===== src/rtl/evt_stamp_pkg.sv =====
// Shared definitions for the event timestamp capture unit: register
// addresses, configuration and status bit positions, configuration type.
package evt_stamp_pkg;

    localparam int REG_AW = 3;

    typedef enum logic [REG_AW-1:0] {
        ADDR_CFG    = 3'd0,
        ADDR_STAT   = 3'd1,
        ADDR_TS_LO  = 3'd2,
        ADDR_TS_HI  = 3'd3,
        ADDR_PERIOD = 3'd4
    } reg_addr_e;

    localparam int CFG_FALL_BIT = 0;
    localparam int CFG_OVR_BIT  = 1;
    localparam int CFG_CNT_BIT  = 2;
    localparam int CFG_W        = 3;

    localparam int ST_VALID_BIT = 0;
    localparam int ST_MISS_BIT  = 1;
    localparam int ST_CNT_LSB   = 2;

    typedef struct packed {
        logic cnt_en;
        logic ovr_en;
        logic fall_sel;
    } cfg_t;

endpackage


===== src/rtl/evt_sync_edge.sv =====
// Brings the asynchronous event pin into the clock domain through a
// SYNC_STAGES-deep flop chain, then flags the selected edge for one cycle.
// Assumes the pin is low while reset is asserted (the chain resets to 0).
module evt_sync_edge #(
    parameter int SYNC_STAGES = 2
) (
    input  logic clk,
    input  logic rst_n,
    input  logic pin_i,
    input  logic fall_sel_i,
    output logic evt_o
);

    logic [SYNC_STAGES-1:0] sync_q;
    logic                   prev_q;
    logic                   cur;

    assign cur = sync_q[SYNC_STAGES-1];

    // Metastability chain: shift the raw pin in at the low end.
    generate
        if (SYNC_STAGES == 1) begin : g_one
            always_ff @(posedge clk) begin
                if (!rst_n) sync_q <= '0;
                else        sync_q <= pin_i;
            end
        end else begin : g_chain
            always_ff @(posedge clk) begin
                if (!rst_n) sync_q <= '0;
                else        sync_q <= {sync_q[SYNC_STAGES-2:0], pin_i};
            end
        end
    endgenerate

    // Delayed copy of the synchronised level for edge detection.
    always_ff @(posedge clk) begin
        if (!rst_n) prev_q <= 1'b0;
        else        prev_q <= cur;
    end

    // Edge pulse of the polarity chosen by the configuration.
    always_comb begin
        if (fall_sel_i) evt_o = prev_q & ~cur;
        else            evt_o = ~prev_q & cur;
    end

endmodule


===== src/rtl/evt_capture_core.sv =====
// Holds the stored count, the valid and miss flags and the saturating event
// counter. A status write takes effect before a coincident event is judged.
// Assumes evt_i is a single-cycle pulse per edge.
module evt_capture_core #(
    parameter int TS_W  = 32,
    parameter int CNT_W = 4
) (
    input  logic             clk,
    input  logic             rst_n,
    input  logic             evt_i,
    input  logic [TS_W-1:0]  cyc_i,
    input  logic             ovr_en_i,
    input  logic             cnt_en_i,
    input  logic             sts_wr_i,
    input  logic             keep_valid_i,
    input  logic             keep_miss_i,
    input  logic             cnt_clr_i,
    output logic             valid_o,
    output logic             miss_o,
    output logic [CNT_W-1:0] cnt_o,
    output logic [TS_W-1:0]  ts_o
);

    localparam logic [CNT_W-1:0] CNT_MAX = {CNT_W{1'b1}};

    logic             valid_q, miss_q;
    logic [CNT_W-1:0] cnt_q;
    logic [TS_W-1:0]  ts_q;
    logic             valid_after_wr, miss_after_wr;
    logic             accept, missed;
    logic [CNT_W-1:0] cnt_base;

    // Flags after any software write of this cycle, then event judgement.
    always_comb begin
        valid_after_wr = valid_q & ~(sts_wr_i & ~keep_valid_i);
        miss_after_wr  = miss_q  & ~(sts_wr_i & ~keep_miss_i);
        accept         = evt_i & (~valid_after_wr | ovr_en_i);
        missed         = evt_i & valid_after_wr & ~ovr_en_i;
        cnt_base       = cnt_clr_i ? '0 : cnt_q;
    end

    // Valid and miss flag registers.
    always_ff @(posedge clk) begin
        if (!rst_n) begin
            valid_q <= 1'b0;
            miss_q  <= 1'b0;
        end else begin
            valid_q <= valid_after_wr | accept;
            miss_q  <= miss_after_wr | missed;
        end
    end

    // Stored count: loaded only on an accepted event.
    always_ff @(posedge clk) begin
        if (!rst_n)      ts_q <= '0;
        else if (accept) ts_q <= cyc_i;
    end

    // Saturating event counter, cleared by configuration or status writes.
    always_ff @(posedge clk) begin
        if (!rst_n)
            cnt_q <= '0;
        else if (accept && cnt_en_i && cnt_base != CNT_MAX)
            cnt_q <= cnt_base + 1'b1;
        else
            cnt_q <= cnt_base;
    end

    assign valid_o = valid_q;
    assign miss_o  = miss_q;
    assign cnt_o   = cnt_q;
    assign ts_o    = ts_q;

endmodule


===== src/rtl/evt_regfile.sv =====
// Word-addressed register file: holds the configuration, decodes writes into
// strobes for the capture core, and multiplexes read data. Reads have no
// side effects. Assumes TS_W == 2*DW.
module evt_regfile
    import evt_stamp_pkg::*;
#(
    parameter int DW        = 16,
    parameter int CNT_W     = 4,
    parameter int PERIOD_PS = 8000,
    localparam int TS_W     = 2 * DW
) (
    input  logic              clk,
    input  logic              rst_n,
    input  logic [REG_AW-1:0] reg_addr,
    input  logic              reg_wen,
    input  logic [DW-1:0]     reg_wdata,
    input  logic              valid_i,
    input  logic              miss_i,
    input  logic [CNT_W-1:0]  cnt_i,
    input  logic [TS_W-1:0]   ts_i,
    output cfg_t              cfg_o,
    output logic              sts_wr_o,
    output logic              keep_valid_o,
    output logic              keep_miss_o,
    output logic              cnt_clr_o,
    output logic [DW-1:0]     reg_rdata
);

    cfg_t          cfg_q;
    logic          cfg_wr;
    logic [DW-1:0] stat_word;

    // Write decode for the two writable words.
    always_comb begin
        cfg_wr       = reg_wen && (reg_addr == ADDR_CFG);
        sts_wr_o     = reg_wen && (reg_addr == ADDR_STAT);
        keep_valid_o = reg_wdata[ST_VALID_BIT];
        keep_miss_o  = reg_wdata[ST_MISS_BIT];
        cnt_clr_o    = cfg_wr | sts_wr_o;
    end

    // Configuration register.
    always_ff @(posedge clk) begin
        if (!rst_n)      cfg_q <= '0;
        else if (cfg_wr) cfg_q <= cfg_t'(reg_wdata[CFG_W-1:0]);
    end

    // Status word assembly.
    always_comb begin
        stat_word                         = '0;
        stat_word[ST_VALID_BIT]           = valid_i;
        stat_word[ST_MISS_BIT]            = miss_i;
        stat_word[ST_CNT_LSB +: CNT_W]    = cnt_i;
    end

    // Read multiplexer; unmapped addresses return zero.
    always_comb begin
        case (reg_addr)
            ADDR_CFG:    reg_rdata = DW'(cfg_q);
            ADDR_STAT:   reg_rdata = stat_word;
            ADDR_TS_LO:  reg_rdata = ts_i[DW-1:0];
            ADDR_TS_HI:  reg_rdata = ts_i[TS_W-1:DW];
            ADDR_PERIOD: reg_rdata = DW'(PERIOD_PS);
            default:     reg_rdata = '0;
        endcase
    end

    assign cfg_o = cfg_q;

endmodule


===== src/rtl/evt_stamp_unit.sv =====
// Top level of the event timestamp capture unit: synchroniser and edge
// detector, capture core, and register file. One channel, one polarity.
module evt_stamp_unit
    import evt_stamp_pkg::*;
#(
    parameter int DW          = 16,
    parameter int CNT_W       = 4,
    parameter int SYNC_STAGES = 2,
    parameter int PERIOD_PS   = 8000,
    localparam int TS_W       = 2 * DW
) (
    input  logic              clk,
    input  logic              rst_n,
    input  logic              evt_pin,
    input  logic [TS_W-1:0]   cyc_count,
    input  logic [REG_AW-1:0] reg_addr,
    input  logic              reg_wen,
    input  logic [DW-1:0]     reg_wdata,
    output logic [DW-1:0]     reg_rdata
);

    cfg_t             cfg;
    logic             evt_pulse;
    logic             sts_wr, keep_valid, keep_miss, cnt_clr;
    logic             st_valid, st_miss;
    logic [CNT_W-1:0] st_cnt;
    logic [TS_W-1:0]  ts_q;

    evt_sync_edge #(.SYNC_STAGES(SYNC_STAGES)) u_sync (
        .clk        (clk),
        .rst_n      (rst_n),
        .pin_i      (evt_pin),
        .fall_sel_i (cfg.fall_sel),
        .evt_o      (evt_pulse)
    );

    evt_capture_core #(.TS_W(TS_W), .CNT_W(CNT_W)) u_core (
        .clk          (clk),
        .rst_n        (rst_n),
        .evt_i        (evt_pulse),
        .cyc_i        (cyc_count),
        .ovr_en_i     (cfg.ovr_en),
        .cnt_en_i     (cfg.cnt_en),
        .sts_wr_i     (sts_wr),
        .keep_valid_i (keep_valid),
        .keep_miss_i  (keep_miss),
        .cnt_clr_i    (cnt_clr),
        .valid_o      (st_valid),
        .miss_o       (st_miss),
        .cnt_o        (st_cnt),
        .ts_o         (ts_q)
    );

    evt_regfile #(.DW(DW), .CNT_W(CNT_W), .PERIOD_PS(PERIOD_PS)) u_regs (
        .clk          (clk),
        .rst_n        (rst_n),
        .reg_addr     (reg_addr),
        .reg_wen      (reg_wen),
        .reg_wdata    (reg_wdata),
        .valid_i      (st_valid),
        .miss_i       (st_miss),
        .cnt_i        (st_cnt),
        .ts_i         (ts_q),
        .cfg_o        (cfg),
        .sts_wr_o     (sts_wr),
        .keep_valid_o (keep_valid),
        .keep_miss_o  (keep_miss),
        .cnt_clr_o    (cnt_clr),
        .reg_rdata    (reg_rdata)
    );

endmodule


===== config.mk =====
export PLATFORM = sky130hd
export DESIGN_NAME = evt_stamp_unit
export DESIGN_NICKNAME = d
export VERILOG_FILES = /design/src/rtl/evt_stamp_pkg.sv /design/src/rtl/evt_sync_edge.sv /design/src/rtl/evt_capture_core.sv /design/src/rtl/evt_regfile.sv /design/src/rtl/evt_stamp_unit.sv
export SDC_FILE = /design/constraint.sdc
export NUM_CORES = 1
export LEC_CHECK = 0
export BUFFER_PORTS_ARGS = -buffer_cell sky130_fd_sc_hd__buf_2
export CORE_ASPECT_RATIO = 0.5
export CORE_MARGIN = 2
export CORE_UTILIZATION = 45
export CTS_BUF_LIST = sky130_fd_sc_hd__clkbuf_8
export CTS_CLUSTER_SIZE = 25
export DETAILED_ROUTE_END_ITERATION = 10
export PLACE_DENSITY = 0.78
export RECOVER_POWER = 50
export SLEW_MARGIN = 20
export SYNTH_ARGS = -nofsm -noshare
export SYNTH_HDL_FRONTEND = slang
export SYNTH_SLANG_ARGS = --single-unit

===== constraint.sdc =====
create_clock -name clk -period 3.4 [get_ports clk]
set_input_delay 0 -clock clk [delete_from_list [all_inputs] [get_ports clk]]
set_output_delay 0 -clock clk [all_outputs]
set_load 0.01 [all_outputs]

* Yosys cells after proc, flatten, opt, wreduce, memory -nomap -nowiden
Index checks and enable logic that the tools add are counted.
** Storage, ports and cells
- Bits of input ports :: 55
- Output and inout port bits :: 16
- Register bits :: 44
- Logic and storage cells :: 45
** Cells by class
- Reduce and logical (&&, ||, !) cells :: 5
- Eq/ne operators :: 5
- Add/sub/neg operators :: 1
- Bitwise logic cells :: 21
- Multiplexer cells :: 4
** Operator list (number)
- one-hot mux 16 bit (5 select lines) :: 1
- AND 1 bit :: 9
- two-way mux 4 bit :: 2
- inverter 1 bit :: 8
- equality test 3 x 2 -> 1 bit (second input constant) :: 2
- adder 4 x 1 -> 4 bit (second input constant) :: 1
- logical AND 1 bit :: 4
- inequality test 4 bit (second input constant) :: 1
- bitwise OR 1 bit :: 4
- equality test 3 x 1 -> 1 bit (second input constant) :: 1
- equality test 3 bit (second input constant) :: 1
- logical NOT 3 bit :: 1
- two-way mux 1 bit :: 1

* Longest topological paths before layout
Gate-level depths: netlist of the first run.
- Depth after elaboration :: 11
- Depth in mapped cells :: 8

* By module
From an unflattened synthesis of the first run, not the netlist that was laid out.
** Second synthesis, totals
- Cells, all modules :: 247
- Area total of the unflattened synthesis :: 2199.6 µm²
** By module, submodules not included
- evt_capture_core :: sequential area each 760.7 µm², area an instance 1506.4 µm², times used 1, cells each 176
- evt_regfile :: sequential area each 60.1 µm², area an instance 591.8 µm², times used 1, cells each 62
- evt_sync_edge :: sequential area each 60.1 µm², area an instance 101.3 µm², times used 1, cells each 9

* Least setup slack after synthesis of the first run
No wires, ideal clock.
- Path type :: input to register
- Start :: input reg_addr[2]
- End :: register u_core.cnt_q[3], in the netlist u_core.cnt_o[3]
- Data arrival time :: 1582 ps
- Library setup time :: 72 ps
- Path slack :: 1746 ps
- Path buffers :: 2
- Cell stages on the path :: 8
- Cell sequence :: buf_6 -> or3b_1 -> buf_2 -> and2_1 -> ha_1 -> a41o_1 -> nor4_2 -> mux2i_1
** On the way
- Word-level cells in the longest chain between the ends :: 11
- Elaborated cells between the ends (all ways) :: 17
- Classes of those cells :: add/sub (1); eq/ne (2); mux (2); bitwise (7); reduce/logical (5)
** Ends and longest elaborated chain
- start: declaration :: line evt_stamp_unit.sv:16 : input logic [REG_AW-1:0] reg_addr,
- parallel branches: the longest is 10 deep, another holds adder 4 x 1 -> 4 bit
- two-way mux 4 bit * :: line evt_capture_core.sv:63 : else if (accept && cnt_en_i && cnt_base != CNT_MAX)
- end signal: assignment :: line evt_capture_core.sv:64 : cnt_q <= cnt_base + 1'b1;
- end signal: assignment :: line evt_capture_core.sv:66 : cnt_q <= cnt_base;
- end: declaration :: line evt_capture_core.sv:27 : logic [CNT_W-1:0] cnt_q;
Mark *: on every way between the ends.
A chain may end at the register's enable or synchronous reset.

* Worst setup path after layout of the first run
- Start :: register u_regs.cfg_q (netlist bit u_regs.cfg_o[0])
- End :: register u_core.cnt_q[2], in the netlist u_core.cnt_o[2]
** On the way
- Word-level cells in the longest chain between the ends :: 5
** Ends and longest elaborated chain
- start: declaration :: line evt_regfile.sv:29 : cfg_t cfg_q;
- start signal: assignment :: line evt_regfile.sv:45 : else if (cfg_wr) cfg_q <= cfg_t'(reg_wdata[CFG_W-1:0]);
- two-way mux 1 bit :: line evt_sync_edge.sv:43 : if (fall_sel_i) evt_o = prev_q & ~cur;
- AND 1 bit :: line evt_capture_core.sv:37 : accept = evt_i & (~valid_after_wr | ovr_en_i);
- logical AND 1 bit (2 in series) :: line evt_capture_core.sv:63
- two-way mux 4 bit :: line evt_capture_core.sv:63
Every way passes these cells.

==> results of run 1 <==
==> what timing repair did <==
action	4_1_cts	5_1_grt
setup endpoints to repair	0	0
hold buffers	35	0
hold endpoints to repair	35	0
resized for setup	0	0
==> stage by stage <==
step | hold WS [ns] | util, % | std cells | setup slack [ns] | power (mW)
6_report | 0.0127 | 60.9 | 408 | 1.04 | 1.04
5_1_grt | 0.0330 | 60.9 | 408 | 0.872 | 1.09
4_1_cts | 0.00192 | 61.3 | 408 | 1.60 | 1.04
3_5_place_dp | 0.212 | 52.1 | 365 | 1.49 | 0.671
3_3_place_gp | 0.210 | 52.1 | 365 | 1.54 | 0.667
2_1_floorplan | 0.127 | - | 259 | 1.75 | 0.623
==> synth_stat cells (all sizes together), types with 3 or more instances <==
| cell type | n | area (µm²) |
|---|---|---|
| a22oi | 3 | 22.5 |
| a21oi | 6 | 30.0 |
| mux4 | 3 | 78.8 |
| nor2b | 7 | 43.8 |
| nand2b | 3 | 18.8 |
| o21ai | 45 | 225 |
| a21boi | 36 | 270 |
| mux2i | 7 | 70.1 |
| buf | 7 | 41.3 |
| nand3 | 34 | 170 |
| dfxtp | 44 | 881 |
| nor2 | 8 | 30.0 |
| clkbuf | 17 | 63.8 |
| and2 | 7 | 43.8 |
| mux2 | 3 | 33.8 |
| nand2 | 15 | 56.3 |
==> area by class of cell <==
class,instances,area [µm²],share of cell area (%)
clock inverters,2,15.0,0.510
inverters,1,3.75,0.127
well taps,70,87.6,2.97
multi-input cells,190,1240,42.2
repair buffers,95,634,21.5
clock buffers,6,82.6,2.80
flip-flops and latches,44,881,29.9
==> critical path: stages, from the launching register on <==
cell      delay [ns]
dfxtp_1         0.42
nand2_1         0.11
o22a_1          0.20
clkbuf_1        0.60
or4_1           0.71
o211a_1         0.21
==> cells by family (layout without fill, tap and decap cells) <==
family,count (synthesis),in the layout,share of synthesized area (%)
simple gates,80,80,19.4
mux,13,13,8.22
flops,44,44,39.6
buf+inv,25,104,4.90
compound gates,96,96,27.3
fa+ha+maj,1,1,0.563
==> worst max path at each step <==
stage | from | endpoint | slack, ns | cells after the start
2_1_floorplan | reg_addr[2] | u_core.cnt_o[3] | 1.75 | 8
3_3_place_gp | reg_addr[1] | u_core.cnt_o[3] | 1.54 | 7
3_5_place_dp | reg_addr[1] | u_core.cnt_o[3] | 1.49 | 7
4_1_cts | u_regs.cfg_o[0] | u_core.cnt_o[2] | 1.60 | 5
5_1_grt | u_sync.prev_q | u_core.ts_o[13] | 0.87 | 5
6_report | u_regs.cfg_o[0] | u_core.cnt_o[2] | 1.04 | 5
==> sequential cells by signal (all words and copies together), names as in the netlist <==
| register | cells |
|---|---|
| u_core.ts_o | 32 |
| u_core.miss_o | 1 |
| u_regs.cfg_o | 3 |
| u_core.valid_o | 1 |
| u_sync.prev_q | 1 |
| u_core.cnt_o | 4 |
| u_sync.sync_q | 2 |
==> report_power, final <==
group | internal, mW | switching [mW] | leakage (nW)
logic | 0.0760 | 0.0784 | 0.672
clock network | 0.165 | 0.181 | 0.0434
registers | 0.531 | 0.00840 | 0.357
==> layer usage <==
layer / share of wire, % / global-route usage, % / vias to the layer above
met5: 0 / 0 / -
met4: 1.1 / 6.14 / 0
met3: 6.2 / 4.03 / 7
met2: 47 / 37.0 / 74
met1: 46 / 31.6 / 1059
li1: - / - / 1084
==> impl_metrics.json, run 1 <==
{
  "cts.sinks": 44,
  "grt_overflow_total": 0,
  "worstSetupStartpointType": "register",
  "yosysSeqAreaShare_pct": 39.6,
  "via_per_inst": 5.45,
  "arrival_ns": 2.55,
  "hold_start": "reg_wdata[0]",
  "finalCriticalPeriod_ns": 2.36,
  "min_path_cells": 3,
  "synth_ff_type": "dfxtp_1",
  "fillers": 407,
  "critPathKind": "register to register",
  "skew_ns": 0.0102,
  "setup_viol": 0,
  "nets": 393,
  "antenna_cells": 0,
  "num_vias": 2224,
  "cp_max_fo": 38,
  "design_area_um2": 2950,
  "wirelength_mm": 6.22,
  "powerDensity_nw_per_um2": 353,
  "synthesis.area_um2": 2220,
  "cap_violations": 2,
  "rr_startpoint": "u_regs.cfg_o[0]",
  "grt_pass1_vias": 1976,
  "pin_count": 71,
  "rsz0062_at_grt": "no",
  "reg2reg_slack_ns": 1.04,
  "r2r_cells": 5,
  "ys_ff_latch": 44,
  "cts_tree": "yes",
  "peakVddDrop_uv": 211,
  "rows": 18,
  "drc": 0,
  "worstPathRequired_ns": 3.59,
  "grt_max_degree": 48,
  "cts-root-buf": "clkbuf_8",
  "leakage_nw": 1.07,
  "hold_class": "primary input to register",
  "detail_route.wl_per_cell_um": 15.2,
  "worstSetupEndpointType": "register",
  "grt_pass1_wl_mm": 9.65,
  "tightest_slew_ns": 1.69,
  "max_freq_ghz": 0.424,
  "drive_above_1_share_pct": 17.8,
  "core-area_um2": 4840,
  "violations": "capacitance limit, slew limit",
  "clk_path_buf_depth": 2,
  "clock_latency_ns": 0.30,
  "die_x_um": 103,
  "cts_setup_buffers": 0,
  "antenna_found_initial": 0,
  "fin_crit_sh_pct": 69.3,
  "die-area_um2": 5550,
  "fin_setup_tns_ns": 0,
  "die_h_um": 53.7,
  "syn_to_final_growth_pct": 32.6,
  "placed_cell_area_um2": 2520,
  "grt_use_total_pct": 22.7,
  "dr.pass1.iters": 4,
  "drt_iter0_drc": 170,
  "hpwlAfterDp_mm": 3.67,
  "ys_async_sr_fraction_pct": 0,
  "clk_pin_slew_ns": 0.08,
  "gp_congestion": 0.785,
  "synthDistinctLibCells": 33,
  "synth.net_count": 315,
  "cts_buffers": 5,
  "syn_inst": 259,
  "hold_path_end": "u_regs.cfg_o[0]",
  "maxSlewHeadroom_pct": -12.5,
  "synth-edff-count": 0,
  "syn_avg_cell_area_um2": 8.58,
  "drv_slew": 87,
  "htreeDepth": 2,
  "ys_warn_count": 0,
  "timing.rr.end": "u_core.cnt_o[2]",
  "hold_violations": 0,
  "status": "finished with violations",
  "layout_common_cells": "o21ai_0 (44), dfxtp_1 (44), buf_2 (41), dlygate4sd3_1 (35)",
  "postRouteAntennaNets": 0,
  "port_buffers": 57,
  "initial_core_util_pct": 45.9
}
Power figures use the tool's default switching activity.
==> run 2: changes to the inputs <==
--- a/config.mk
+++ b/config.mk
@@ -5,6 +5,7 @@
 export SDC_FILE = /design/constraint.sdc
 export NUM_CORES = 1
 export LEC_CHECK = 0
+export ABC_AREA = 1
 export BUFFER_PORTS_ARGS = -buffer_cell sky130_fd_sc_hd__buf_2
 export CORE_ASPECT_RATIO = 0.5
 export CORE_MARGIN = 2
@@ -12,7 +13,7 @@
 export CTS_BUF_LIST = sky130_fd_sc_hd__clkbuf_8
 export CTS_CLUSTER_SIZE = 25
 export DETAILED_ROUTE_END_ITERATION = 10
-export PLACE_DENSITY = 0.78
+export PLACE_DENSITY = 0.82
 export RECOVER_POWER = 50
 export SLEW_MARGIN = 20
 export SYNTH_ARGS = -nofsm -noshare
==> constraint.sdc (replaced) <==
create_clock -name clk -period 2.05 [get_ports clk]
set_input_delay 0 -clock clk [delete_from_list [all_inputs] [get_ports clk]]
set_output_delay 0 -clock clk [all_outputs]
set_load 0.01 [all_outputs]
==> run 2 against run 1 <==
Against the previous run: the run ends with hold timing left; clock power increased by 47%; synthesized cell count increased by 7.3%; clock-buffer cell count decreased by 1; cell count increased by 3.4%; global-route usage decreased by 1.3 points; register-to-register slack got worse by 0.66 ns; sequential share of layout area increased by 3.2 points; fmax increased by 42%; sequential power increased by 75%; area after synthesis decreased by 10%; largest power group unchanged.
==> impl_metrics.json, run 2 <==
{
  "status": "finished with violations",
  "violations": "hold timing",
  "wl_met1_mm": 2.27,
  "die-area_um2": 5000,
  "synth_top_area_share_pct": 44.2,
  "skew_ns": 0.0102,
  "nets": 421,
  "worstSetupStartpointType": "register",
  "htreeDepth": 2,
  "layout_common_cells": "nor2_1 (78), dfxtp_1 (44), nand2_1 (42), buf_2 (41), o21ai_0 (38)",
  "syn_avg_cell_area_um2": 7.16,
  "maxSlewHeadroom_pct": 1.81,
  "ys_warn_count": 0,
  "cp_max_fo": 33,
  "grt_use_total_pct": 21.4,
  "via_per_inst": 5.11,
  "ys_async_sr_fraction_pct": 0,
  "rows": 17,
  "p_sw_share_pct": 26.8,
  "grt_pass1_wl_mm": 8.51,
  "comb_power_share_pct": 16.6,
  "post_cts_resize_count": 0,
  "port_buffers": 57,
  "crit_chain": "inv_1, o21ai_0, nand2_1, inv_1, nand2_4, inv_4, buf_4, nor2_1, nor2_1",
  "dr_wl_met3_um": 249,
  "tightest_slew_ns": 1.47,
  "arrival_ns": 1.88,
  "critical_path.slowest_cell": "dfxtp_1",
  "pwr-share-clk_pct": 29.1,
  "drt_iter0_drc": 107,
  "synth.net_count": 334,
  "num_vias": 2157,
  "synth_common_cells": "nor2_1 (77), dfxtp_1 (44), nand2_1 (42)",
  "clk_pin_slew_ns": 0.09,
  "peakVddDrop_uv": 321,
  "top_layer_used": "met4",
  "critical_path.max_stage_delay_ns": 0.32,
  "yosysSeqAreaShare_pct": 44.2,
  "power_switching_mw": 0.466,
  "critPathKind": "register to register",
  "pwr-share-seq_pct": 54.3,
  "cts_hold_buffers": 32,
  "ys_ff_latch": 44,
  "instances_no_fill": 422,
  "cts_tree": "yes",
  "powerDensity_nw_per_um2": 653,
  "fin_crit_sh_pct": 81.2,
  "cap_violations": 0,
  "clk_path_buf_depth": 2,
  "wirelength_mm": 5.26,
  "drc": 0,
  "placed_cells": 382,
  "initial_core_util_pct": 46.1,
  "whs_ns": -0.0167,
  "syn_to_final_growth_pct": 33.9,
  "finalCriticalPeriod_ns": 1.66,
  "dr.pass1.iters": 5,
  "synthDistinctLibCells": 30,
  "synth_area_leaders": "dfxtp_1 (44%), nor2_1 (15%), o21ai_0 (9.6%), nand2_1 (7.9%), inv_1 (3.4%)",
  "cts-root-buf": "clkbuf_8",
  "dr_wl_met2_mm": 2.58,
  "grt_overflow_total": 0,
  "setup_viol": 0,
  "hold_violations": 1,
  "grt_pass1_vias": 1996,
  "cts_setup_buffers": 0,
  "internal_power_mw": 1.27,
  "postRouteAntennaNets": 0,
  "hpwlAfterDp_mm": 3.43,
  "synth_ff_type": "dfxtp_1",
  "pin_count": 71,
  "drive_above_1_share_pct": 16.4,
  "yosysMostFrequentCell": "nor2_1",
  "core-area_um2": 4320,
  "max_freq_ghz": 0.601,
  "synthesis.area_um2": 1990,
  "worstPathRequired_ns": 2.27,
  "clock_latency_ns": 0.30,
  "cts_buffers": 5,
  "worstSetupEndpointType": "register",
  "synth-edff-count": 0,
  "reg2reg_slack_ns": 0.39,
  "detail_route.wl_per_cell_um": 12.5,
  "leakage_nw": 1.15,
  "antenna_found_initial": 0,
  "die_h_um": 51.0,
  "drv_slew": 0,
  "cts.sinks": 44,
  "hold_class": "primary input to register",
  "grt_max_degree": 43,
  "gp_congestion": 0.980,
  "die_x_um": 98.1,
  "rsz0062_at_grt": "no",
  "yosys.area.top_type": "dfxtp_1",
  "fin_setup_tns_ns": 0,
  "syn_inst": 278,
  "antenna_cells": 0,
  "largest_register_ffs": 32,
  "final_common_cell": "nor2_1"
}
[run 2: layer usage]
metal	GRT usage (%)	vias to the layer above
met3	4.79	18
met5	0	-
met4	9.26	0
li1	-	1073
met1	25.3	991
met2	38.2	75
[run 2: power groups by stage]
| stage | Clock (mW) | Sequential, mW | Combinational, mW |
|---|---|---|---|
| 2_1_floorplan | 0 | 0.955 | 0.165 |
| 4_1_cts | 0.517 | 0.944 | 0.286 |
| 5_1_grt | 0.547 | 0.951 | 0.326 |
| 3_5_place_dp | 0 | 0.964 | 0.239 |
| 3_3_place_gp | 0 | 0.961 | 0.231 |
| 6_report | 0.507 | 0.944 | 0.289 |
[run 2: cell families after synthesis]
logic type                 share of synthesized area, %
adders and majority gates                         0.628
DFF                                                44.2
and+or+nand+nor                                    31.4
AOI/OAI and AO/OA                                  15.7
buffers and inverters                              7.98
[run 2: stage by stage]
stage               setup WS [ns]  utilization [%]  total power [mW]  cell area, µm²  hold slack [ns]
CTS                         0.393             62.1              1.75            2680          0.00412
floorplan                   0.790                -              1.12            1990           0.0976
detailed placement          0.412             52.9              1.20            2280            0.185
finish                      0.386             61.7              1.74            2670          -0.0167
global route                0.228             61.7              1.82            2670           0.0279
global placement            0.490             52.9              1.19            2280            0.183
[run 2: worst paths after layout]
path,end,from,cells after the start
setup reg to reg,u_core.ts_o[3],u_sync.prev_q,9
hold / removal,u_core.ts_o[23],cyc_count[23],3
setup / recovery,u_core.ts_o[3],u_sync.prev_q,9
hold reg to reg,u_sync.sync_q[1],u_sync.sync_q[0],2
[run 2: area by class of cell]
type / instances / area, µm²
fillers: 382 / 1650
multi-input cells: 201 / 943
flip-flops and latches: 44 / 881
repair buffers: 92 / 611
inverters: 21 / 81.3
well taps: 57 / 71.3
clock buffers: 5 / 68.8
clock inverters: 2 / 8.76
[run 2: worst max-delay path, delay by kind of cell, from the launching register on]
family / cells / cell delay, ns
DFF: 1 / 0.32
and+or+nand+nor: 4 / 0.45
buffers and inverters: 4 / 0.68
AOI/OAI and AO/OA: 1 / 0.13
==> run 3: changes to the inputs <==
--- a/config.mk
+++ b/config.mk
@@ -13,7 +13,7 @@
 export CTS_BUF_LIST = sky130_fd_sc_hd__clkbuf_8
 export CTS_CLUSTER_SIZE = 25
 export DETAILED_ROUTE_END_ITERATION = 10
-export PLACE_DENSITY = 0.82
+export PLACE_DENSITY = 0.79
 export RECOVER_POWER = 50
 export SLEW_MARGIN = 20
 export SYNTH_ARGS = -nofsm -noshare
==> constraint.sdc (replaced) <==
create_clock -name clk -period 1.54 [get_ports clk]
set_input_delay 0 -clock clk [delete_from_list [all_inputs] [get_ports clk]]
set_output_delay 0 -clock clk [all_outputs]
set_load 0.01 [all_outputs]
==> run 3 against run 2 <==
Against the previous run: the run now ends clean; register-to-register slack lost 0.34 ns; sequential cell count stayed put; clock skew fell by 0.0035 ns; combinational power is 36% higher; cell count rose by 1.9%; largest power group unchanged.
==> impl_metrics.json, run 3 (synthesis results as in run 2) <==
{
  "rows": 17,
  "antenna_found_initial": 0,
  "dr.pass1.iters": 4,
  "drc": 0,
  "antenna_cells": 0,
  "drv_slew": 0,
  "preCtsSetupSlack_ns": 0.0287,
  "rr_startpoint": "u_core.cnt_o[0]",
  "met1_usage_pct": 24.3,
  "cts_buffers": 5,
  "grt_use_total_pct": 21.1,
  "cts.sinks": 44,
  "hold_class": "primary input to register",
  "placed_cell_area_um2": 2320,
  "grt_overflow_total": 0,
  "cap_violations": 0,
  "setup_viol": 0,
  "design_area_um2": 2840,
  "timing.rr.end": "u_core.cnt_o[3]",
  "busiest_layer": "met2",
  "fin_crit_sh_pct": 96.9,
  "hold_path_end": "u_core.ts_o[30]",
  "fin_setup_tns_ns": 0,
  "pin_count": 71,
  "max_freq_ghz": 0.670,
  "drt_iter0_drc": 100,
  "wirelength_mm": 5.43,
  "grt_pass1_vias": 2000,
  "detail_route.wl_per_cell_um": 12.6,
  "grt_pass1_wl_mm": 8.49,
  "worstPathRequired_ns": 1.75,
  "cts_tree": "yes",
  "hold_violations": 0,
  "grt_use_met2_pct": 38.7,
  "reg2reg_slack_ns": 0.05,
  "postRouteAntennaNets": 0,
  "final_common_cell": "nor2_1",
  "clk_path_buf_depth": 2,
  "gp_congestion": 0.888,
  "critPathKind": "register to register",
  "core-area_um2": 4320,
  "cp_max_fo": 4,
  "finalCriticalPeriod_ns": 1.49,
  "syn_to_final_growth_pct": 42.7,
  "clock_latency_ns": 0.30,
  "die_h_um": 51.0,
  "maxSlewHeadroom_pct": 52.7,
  "via_per_inst": 5.04,
  "status": "completed",
  "nets": 428,
  "hold_start": "cyc_count[30]",
  "worstSetupStartpointType": "register",
  "hpwlAfterDp_mm": 3.33,
  "grt_max_degree": 43,
  "skew_ns": 0.00675,
  "largest_register_ffs": 32,
  "worstSetupEndpointType": "register",
  "tightest_slew_ns": 0.710,
  "r2r_cells": 9,
  "leakage_nw": 1.23,
  "arrival_ns": 1.70,
  "port_buffers": 57,
  "cts-root-buf": "clkbuf_8",
  "die-area_um2": 5000,
  "powerDensity_nw_per_um2": 1010,
  "layout_common_cells": "nor2_1 (76), nand2_1 (43), dfxtp_1 (43), buf_2 (42), o21ai_0 (37)",
  "die_x_um": 98.1,
  "num_vias": 2169,
  "layout_setup_ws_ns": 0.0484,
  "drive_above_1_share_pct": 20.4,
  "peakVddDrop_uv": 533,
  "min_path_cells": 3,
  "gr-usage-met3_pct": 5.47,
  "initial_core_util_pct": 46.1,
  "clk_pin_slew_ns": 0.09,
  "htreeDepth": 2
}
==> run 3: worst max path at each step <==
stage	from	end	slack [ns]	cells after the start
6_report	u_core.cnt_o[0]	u_core.cnt_o[3]	0.05	9
5_1_grt	u_core.cnt_o[0]	u_core.cnt_o[1]	-0.04	9
4_1_cts	u_core.cnt_o[1]	u_core.cnt_o[1]	0.05	9
3_5_place_dp	reg_addr[0]	u_core.cnt_o[1]	0.03	13
3_3_place_gp	reg_addr[2]	u_core.cnt_o[1]	0.12	12
2_1_floorplan	reg_addr[0]	u_core.cnt_o[1]	0.28	11
==> run 3: through the flow <==
step                      util (%)  hold slack (ns)  total power, mW  instances
after floorplan                  -           0.0976             1.49        278
after global placement        53.7            0.191             1.60        385
after detailed placement      53.7            0.189             1.61        385
after CTS                     64.8          0.00705             2.88        425
after global routing          65.8           0.0277             2.99        430
final                         65.8        0.0000189             2.88        430
==> run 3: what timing repair did <==
| item | in CTS | in global routing |
|---|---|---|
| setup endpoints to repair | 0 | 4 |
| endpoints found under the hold margin | 32 | 0 |
| hold buffers | 32 | 0 |
| setup buffers | 0 | 5 |
| gates resized for setup | 0 | 10 |
==> run 3: cell type report <==
class                           count  area [µm²]
Tap cell                           57        71.3
Clock buffer                        5        68.8
Timing Repair Buffer               99         679
Fill cell                         355        1480
Inverter                           21        81.3
Clock inverter                      3        90.1
Multi-Input combinational cell    201         968
Sequential cell                    44         882
==> run 3: per-layer routing <==
metal,wire (µm),vias up
li1,-,1088
met2,2630,68
met3,261,14
met1,2440,999
met5,0,-
met4,94,0
==> run 3: power by group <==
group	internal, mW	total (mW)	switching, mW
Clock	0.811	1.23	0.415
Combinational	0.186	0.394	0.207
Sequential	1.22	1.26	0.0402
==> run 3: worst max-delay path, stage by stage (launching register included) <==
cell and delay, ns:
dfxtp_1 0.31, inv_1 0.09, nor2_4 0.16, ha_4 0.17, nand4_1 0.13, nor2_2 0.22, buf_4 0.14, o21bai_1 0.07
nand2_1 0.06, nor2_1 0.05
